===== config.mk =====
export PLATFORM = sky130hd
export DESIGN_NAME = alat_top
export DESIGN_NICKNAME = d
export VERILOG_FILES = /design/src/rtl/alat_pkg.sv /design/src/rtl/alat_cam.sv /design/src/rtl/alat_order.sv /design/src/rtl/alat_resolve.sv /design/src/rtl/alat_top.sv
export SDC_FILE = /design/constraint.sdc
export NUM_CORES = 2
export LEC_CHECK = 0
export CORE_MARGIN = 2
export CORE_UTILIZATION = 50
export DETAILED_ROUTE_END_ITERATION = 10
export PLACE_DENSITY = 0.72
export SYNTH_ARGS = -nofsm -noshare
export SYNTH_HDL_FRONTEND = slang
export SYNTH_HIERARCHICAL = 1
export SYNTH_SLANG_ARGS = --single-unit

===== constraint.sdc =====
create_clock -name clk -period 6.2 [get_ports clk]
set_clock_uncertainty 0.1 [all_clocks]
set_input_delay 1.24 -clock clk [delete_from_list [all_inputs] [get_ports clk]]
set_output_delay 1.24 -clock clk [all_outputs]
set_load 0.05 [all_outputs]

===== src/rtl/alat_pkg.sv =====
package alat_pkg;

    typedef enum logic [1:0] {
        ACT_NOP    = 2'd0,
        ACT_RELOAD = 2'd1,
        ACT_BRANCH = 2'd2
    } alat_act_e;

    localparam logic KIND_LOAD_CHECK = 1'b0;
    localparam logic KIND_ADV_CHECK  = 1'b1;

    function automatic alat_act_e verdict(input logic clean, input logic kind);
        if (clean)
            return ACT_NOP;
        else if (kind == KIND_ADV_CHECK)
            return ACT_BRANCH;
        else
            return ACT_RELOAD;
    endfunction

endpackage


===== src/rtl/alat_cam.sv =====
module alat_cam #(
    parameter int ENTRIES = 16,
    parameter int REG_W   = 7,
    parameter int WORD_W  = 30
) (
    input  logic [ENTRIES-1:0]             ent_valid,
    input  logic [ENTRIES-1:0][REG_W-1:0]  ent_reg,
    input  logic [ENTRIES-1:0][WORD_W-1:0] ent_word,
    input  logic [REG_W-1:0]               ld_reg,
    input  logic [REG_W-1:0]               chk_reg,
    input  logic                           st_valid,
    input  logic [WORD_W-1:0]              st_word,
    output logic [ENTRIES-1:0]             ld_hit,
    output logic [ENTRIES-1:0]             chk_hit,
    output logic [ENTRIES-1:0]             st_hit
);
    for (genvar i = 0; i < ENTRIES; i++) begin : g_slot
        assign ld_hit[i]  = ent_valid[i] && (ent_reg[i] == ld_reg);
        assign chk_hit[i] = ent_valid[i] && (ent_reg[i] == chk_reg);
        assign st_hit[i]  = st_valid && ent_valid[i] && (ent_word[i] == st_word);
    end
endmodule


===== src/rtl/alat_order.sv =====
module alat_order #(
    parameter int ENTRIES = 16,
    localparam int IW = $clog2(ENTRIES)
) (
    input  logic               clk,
    input  logic               rst,
    input  logic               ins_en,
    input  logic [IW-1:0]      ins_idx,
    input  logic [ENTRIES-1:0] ent_valid,
    output logic [IW-1:0]      victim_idx
);
    // older[a][b] set: slot a was filled before slot b
    logic [ENTRIES-1:0][ENTRIES-1:0] older;
    logic [ENTRIES-1:0]              is_oldest;

    always_ff @(posedge clk) begin
        if (rst) begin
            older <= '0;
        end else if (ins_en) begin
            for (int j = 0; j < ENTRIES; j++) begin
                if (j != int'(ins_idx)) begin
                    older[j][ins_idx] <= 1'b1;
                    older[ins_idx][j] <= 1'b0;
                end
            end
        end
    end

    for (genvar i = 0; i < ENTRIES; i++) begin : g_age
        logic [ENTRIES-1:0] self_bit;
        assign self_bit     = ENTRIES'(1) << i;
        assign is_oldest[i] = ent_valid[i] && (&(older[i] | ~ent_valid | self_bit));
    end

    always_comb begin
        victim_idx = '0;
        for (int i = ENTRIES - 1; i >= 0; i--) begin
            if (is_oldest[i]) victim_idx = IW'(i);
        end
    end
endmodule


===== src/rtl/alat_resolve.sv =====
module alat_resolve
    import alat_pkg::*;
#(
    parameter int TGT_W = 16
) (
    input  logic             clk,
    input  logic             rst,
    input  logic             chk_valid,
    input  logic             chk_kind,
    input  logic             chk_clean,
    input  logic [TGT_W-1:0] chk_target,
    output logic             rsp_valid,
    output logic [1:0]       rsp_action,
    output logic [TGT_W-1:0] rsp_target
);
    alat_act_e act_q;
    alat_act_e act_d;

    assign act_d = verdict(chk_clean, chk_kind);

    always_ff @(posedge clk) begin
        if (rst) begin
            rsp_valid  <= 1'b0;
            act_q      <= ACT_NOP;
            rsp_target <= '0;
        end else begin
            rsp_valid  <= chk_valid;
            act_q      <= chk_valid ? act_d : ACT_NOP;
            rsp_target <= (chk_valid && act_d == ACT_BRANCH) ? chk_target : '0;
        end
    end

    assign rsp_action = act_q;
endmodule


===== src/rtl/alat_top.sv =====
module alat_top
    import alat_pkg::*;
#(
    parameter int ENTRIES = 16,
    parameter int REG_W   = 7,
    parameter int ADDR_W  = 32,
    parameter int OFF_W   = 2,
    parameter int TGT_W   = 16
) (
    input  logic              clk,
    input  logic              rst,
    input  logic              ld_valid,
    input  logic [REG_W-1:0]  ld_reg,
    input  logic [ADDR_W-1:0] ld_addr,
    input  logic              st_valid,
    input  logic [ADDR_W-1:0] st_addr,
    input  logic              chk_valid,
    input  logic [REG_W-1:0]  chk_reg,
    input  logic              chk_kind,
    input  logic [TGT_W-1:0]  chk_target,
    output logic              rsp_valid,
    output logic [1:0]        rsp_action,
    output logic [TGT_W-1:0]  rsp_target
);
    localparam int IW     = $clog2(ENTRIES);
    localparam int WORD_W = ADDR_W - OFF_W;

    logic [ENTRIES-1:0]             ent_valid;
    logic [ENTRIES-1:0][REG_W-1:0]  ent_reg;
    logic [ENTRIES-1:0][WORD_W-1:0] ent_word;

    logic [WORD_W-1:0]  ld_word, st_word;
    logic               unused_offset_bits;
    logic [ENTRIES-1:0] ld_hit, chk_hit, st_hit, kill;
    logic [IW-1:0]      ld_idx, free_idx, victim_idx, ins_idx;
    logic               ld_found, free_found, chk_clean;

    assign ld_word            = ld_addr[ADDR_W-1:OFF_W];
    assign st_word            = st_addr[ADDR_W-1:OFF_W];
    assign unused_offset_bits = ^{ld_addr[OFF_W-1:0], st_addr[OFF_W-1:0]};

    alat_cam #(.ENTRIES(ENTRIES), .REG_W(REG_W), .WORD_W(WORD_W)) u_cam (
        .ent_valid (ent_valid),
        .ent_reg   (ent_reg),
        .ent_word  (ent_word),
        .ld_reg    (ld_reg),
        .chk_reg   (chk_reg),
        .st_valid  (st_valid),
        .st_word   (st_word),
        .ld_hit    (ld_hit),
        .chk_hit   (chk_hit),
        .st_hit    (st_hit)
    );

    alat_order #(.ENTRIES(ENTRIES)) u_order (
        .clk        (clk),
        .rst        (rst),
        .ins_en     (ld_valid),
        .ins_idx    (ins_idx),
        .ent_valid  (ent_valid),
        .victim_idx (victim_idx)
    );

    // slot choice: same register, else lowest free slot, else oldest
    always_comb begin
        ld_idx     = '0;
        ld_found   = 1'b0;
        free_idx   = '0;
        free_found = 1'b0;
        for (int i = ENTRIES - 1; i >= 0; i--) begin
            if (ld_hit[i]) begin
                ld_idx   = IW'(i);
                ld_found = 1'b1;
            end
            if (!ent_valid[i]) begin
                free_idx   = IW'(i);
                free_found = 1'b1;
            end
        end
        if (ld_found)
            ins_idx = ld_idx;
        else if (free_found)
            ins_idx = free_idx;
        else
            ins_idx = victim_idx;
    end

    // within a cycle: store, then check, then advanced load
    assign kill      = st_hit | (chk_valid ? chk_hit : '0);
    assign chk_clean = chk_valid && (|(chk_hit & ~st_hit));

    always_ff @(posedge clk) begin
        if (rst) begin
            ent_valid <= '0;
            ent_reg   <= '0;
            ent_word  <= '0;
        end else begin
            ent_valid <= ent_valid & ~kill;
            if (ld_valid) begin
                ent_valid[ins_idx] <= 1'b1;
                ent_reg[ins_idx]   <= ld_reg;
                ent_word[ins_idx]  <= ld_word;
            end
        end
    end

    alat_resolve #(.TGT_W(TGT_W)) u_resolve (
        .clk        (clk),
        .rst        (rst),
        .chk_valid  (chk_valid),
        .chk_kind   (chk_kind),
        .chk_clean  (chk_clean),
        .chk_target (chk_target),
        .rsp_valid  (rsp_valid),
        .rsp_action (rsp_action),
        .rsp_target (rsp_target)
    );
endmodule


==> flow_summary.ini <==
[run_status]
status = complete, no violations

[logic_synthesis]
syn_area_per_cell_um2 = 10.0
yosysSeqAreaShare_pct = 40.8
synthCells = 4241
synthArstFlopShare_pct = 0
syn_area_mm2 = 0.0425
syn_nets = 4341
ys_seq_elements = 867
yosys_warnings = 6
synth-edff-count = 0
ys_types = 78
synth_ff_type = dfxtp_1

[setup_path]
regToRegEndpoint = u_order/older[173]
worst_r2r_path_depth = 15
crit_path_frequent_cell = nor2_1
crit_path_top_delay_cell = dfxtp_1
startpoint_type = register
crit_chain = inv_1, o2111a_1, nand4_1, or3b_1, a21oi_1, o22ai_1, a221oi_2, o21ai_2, nand2_4, inv_2, nand2b_1, nor2_1, nor2_1, buf_4, a21o_1
cp-startpoint = ent_valid[10]
endpoint = u_order/older[173]
criticalPathCategory = register to register
worst_setup_path_end_kind = register
slowest_delay_ns = 0.93
cp_data_arrival_time_ns = 5.79
crit_fanout = 14
rrSetupSlack_ns = 0.87
worstPathRequired_ns = 6.66
r2r-start = ent_valid[10]

[sta]
period_needed_ns = 5.33
clock.fmax_mhz = 187
setup_viol = 0
slew_headroom_pct = 11.5
min_period_over_period_pct = 86.0
finalMaxSlewViolations = 0
rsz0062_at_grt = false
hold_violations = 0
tns_ns = 0
worst_pin_slew_ns = 1.33

[clock_network]
clk-insertion-delay-late_ns = 0.67
root_buffer = clkbuf_16
cts_buffers = 90
cts_tree = built
cts_resized = 0
cts_num_sinks = 867
clk_pin_slew_worst_paths_ns = 0.06
cts_hold_repair.buffers = 0
cts.path.max_buffers = 3
post_cts_buffers = 0
htree_levels = 3

[floorplan]
design.die.area_mm2 = 0.0874
ios = 119
die_w_um = 296
initial_core_util_pct = 50.6
die_h_um = 296
design.core.area_mm2 = 0.0840
rows = 106

[min_path]
hold_start = u_order/older[30]
hp-class = register to register

[cells_and_area]
final_common_cell = dfxtp_1
n_antenna_cell = 0
area_growth_pct = 12.8
drive_above_1_share_pct = 9.76
mostFrequentLayoutCells = dfxtp_1, nand2b_1, mux2i_1, xnor2_1, xor2_1
nets = 4412
largest_reg_flops = 480
fillers = 7281

[drt]
drt-vias-per-instance = 5.75
vias = 31748
drc = 0
drt-initial-drc-count = 2911
finalWirelength_um = 135000
firstDrtPassIters = 5
wire_per_inst_um = 24.5
postRouteAntennaNets = 0

[power_and_ir_drop]
peakVddDrop_mv = 0.233
p_total_mw = 12.5
leakage_nw = 20.7
power_density_mw_per_mm2 = 261

[grt]
antenna_found_initial = 0
track_usage_pct = 30.4
grt_pass1_vias = 30872
overflow = 0
grt_max_degree = 167
grt_pass1_wl_um = 199000

[placed_design]
gp_congestion = 0.887
io_buffers = 114
post-dp-hpwl_um = 85500

[flow_run]
maxCapViolCount = 0
[cells by family after synthesis]
kind of cell	Yosys count	share of synthesized area, %
flops	867	40.8
compound gates	392	6.74
mux	592	13.9
simple gates	1317	18.9
buf+inv	369	5.08
xor+xnor	704	14.5
[through the flow]
step / std cells / setup slack, ns / utilization (%) / hold slack (ns) / cell area, um^2
3_3_place_gp: 5354 / 0.648 / 53.4 / 0.324 / 44800
4_1_cts: 5519 / 0.996 / 57.1 / 0.344 / 47900
5_1_grt: 5519 / 0.702 / 57.1 / 0.353 / 47900
3_5_place_dp: 5354 / 0.627 / 53.4 / 0.330 / 44800
6_report: 5519 / 0.866 / 57.1 / 0.343 / 47900
2_1_floorplan: 4241 / 1.47 / - / 0.318 / 42500
[how the worst min path moves through the flow]
| stage | slack [ns] | to | cells after the start |
|---|---|---|---|
| 2_1_floorplan | 0.32 | u_order/older[108] | 1 |
| 3_3_place_gp | 0.32 | u_order/older[47] | 1 |
| 3_5_place_dp | 0.33 | u_order/older[45] | 1 |
| 4_1_cts | 0.34 | u_order/older[190] | 1 |
| 5_1_grt | 0.35 | u_order/older[188] | 1 |
| 6_report | 0.34 | u_order/older[30] | 1 |
[power breakdown]
part	internal (mW)	switching, mW	total, mW	leakage [nW]
clock network	3.37	2.38	5.75	1.54
logic	0.416	0.653	1.07	12.2
registers	5.63	0.0464	5.68	7.00
total	9.42	3.08	12.5	20.7
[cells in the mapped netlist (4+ instances only)]
master / number / area share, %
dfxtp_1: 867 / 41
nand2b_1: 750 / 11
mux2i_1: 592 / 14
xnor2_1: 400 / 8.2
xor2_1: 304 / 6.3
nor2_1: 151 / 1.3
clkbuf_1: 140 / 1.2
nand4_1: 132 / 1.9
o21a_1: 120 / 2.1
nor4_1: 91 / 1.3
a21o_1: 75 / 1.3
buf_2: 68 / 0.80
a21oi_1: 66 / 0.78
buf_6: 65 / 1.7
o2111ai_1: 62 / 1.3
nand2_1: 45 / 0.40
buf_4: 42 / 0.74
inv_1: 41 / 0.36
nand3_1: 28 / 0.33
or2b_1: 22 / 0.39
nor4_2: 21 / 0.62
and2_2: 16 / 0.28
o21ai_0: 15 / 0.18
nor3_1: 11 / 0.13
o211ai_1: 10 / 0.18
a211oi_1: 5 / 0.088
a31oi_1: 5 / 0.074
and3_1: 5 / 0.074
o22ai_1: 5 / 0.074
or4_1: 5 / 0.088
and4_1: 4 / 0.082
inv_2: 4 / 0.035
nor2b_1: 4 / 0.059
nor4_4: 4 / 0.20
[area by class of cell]
| cell class | count | area (um^2) | share of cell area [%] |
|---|---|---|---|
| timing repair buffer | 300 | 2690 | 5.62 |
| inverter | 48 | 184 | 0.384 |
| clock inverter | 43 | 542 | 1.13 |
| sequential | 867 | 17400 | 36.2 |
| tap | 1134 | 1420 | 2.96 |
| clock buffer | 122 | 2570 | 5.37 |
| multi-input combinational | 3005 | 23200 | 48.3 |
[critical path: cells and delay by family, from the launching register on]
family	cells	cell delay (ns)
simple gates	6	1.81
flops	1	0.93
buf+inv	3	0.89
compound gates	6	1.45
[metal layers]
layer	wire (um)	global-route usage (%)	part of all wire [%]
met1	56800	40.0	42
met2	61700	49.6	46
met3	10600	4.66	7.8
met4	6070	12.8	4.5
met5	0	0	0
Note: power is estimated with default switching activity, not from simulation.
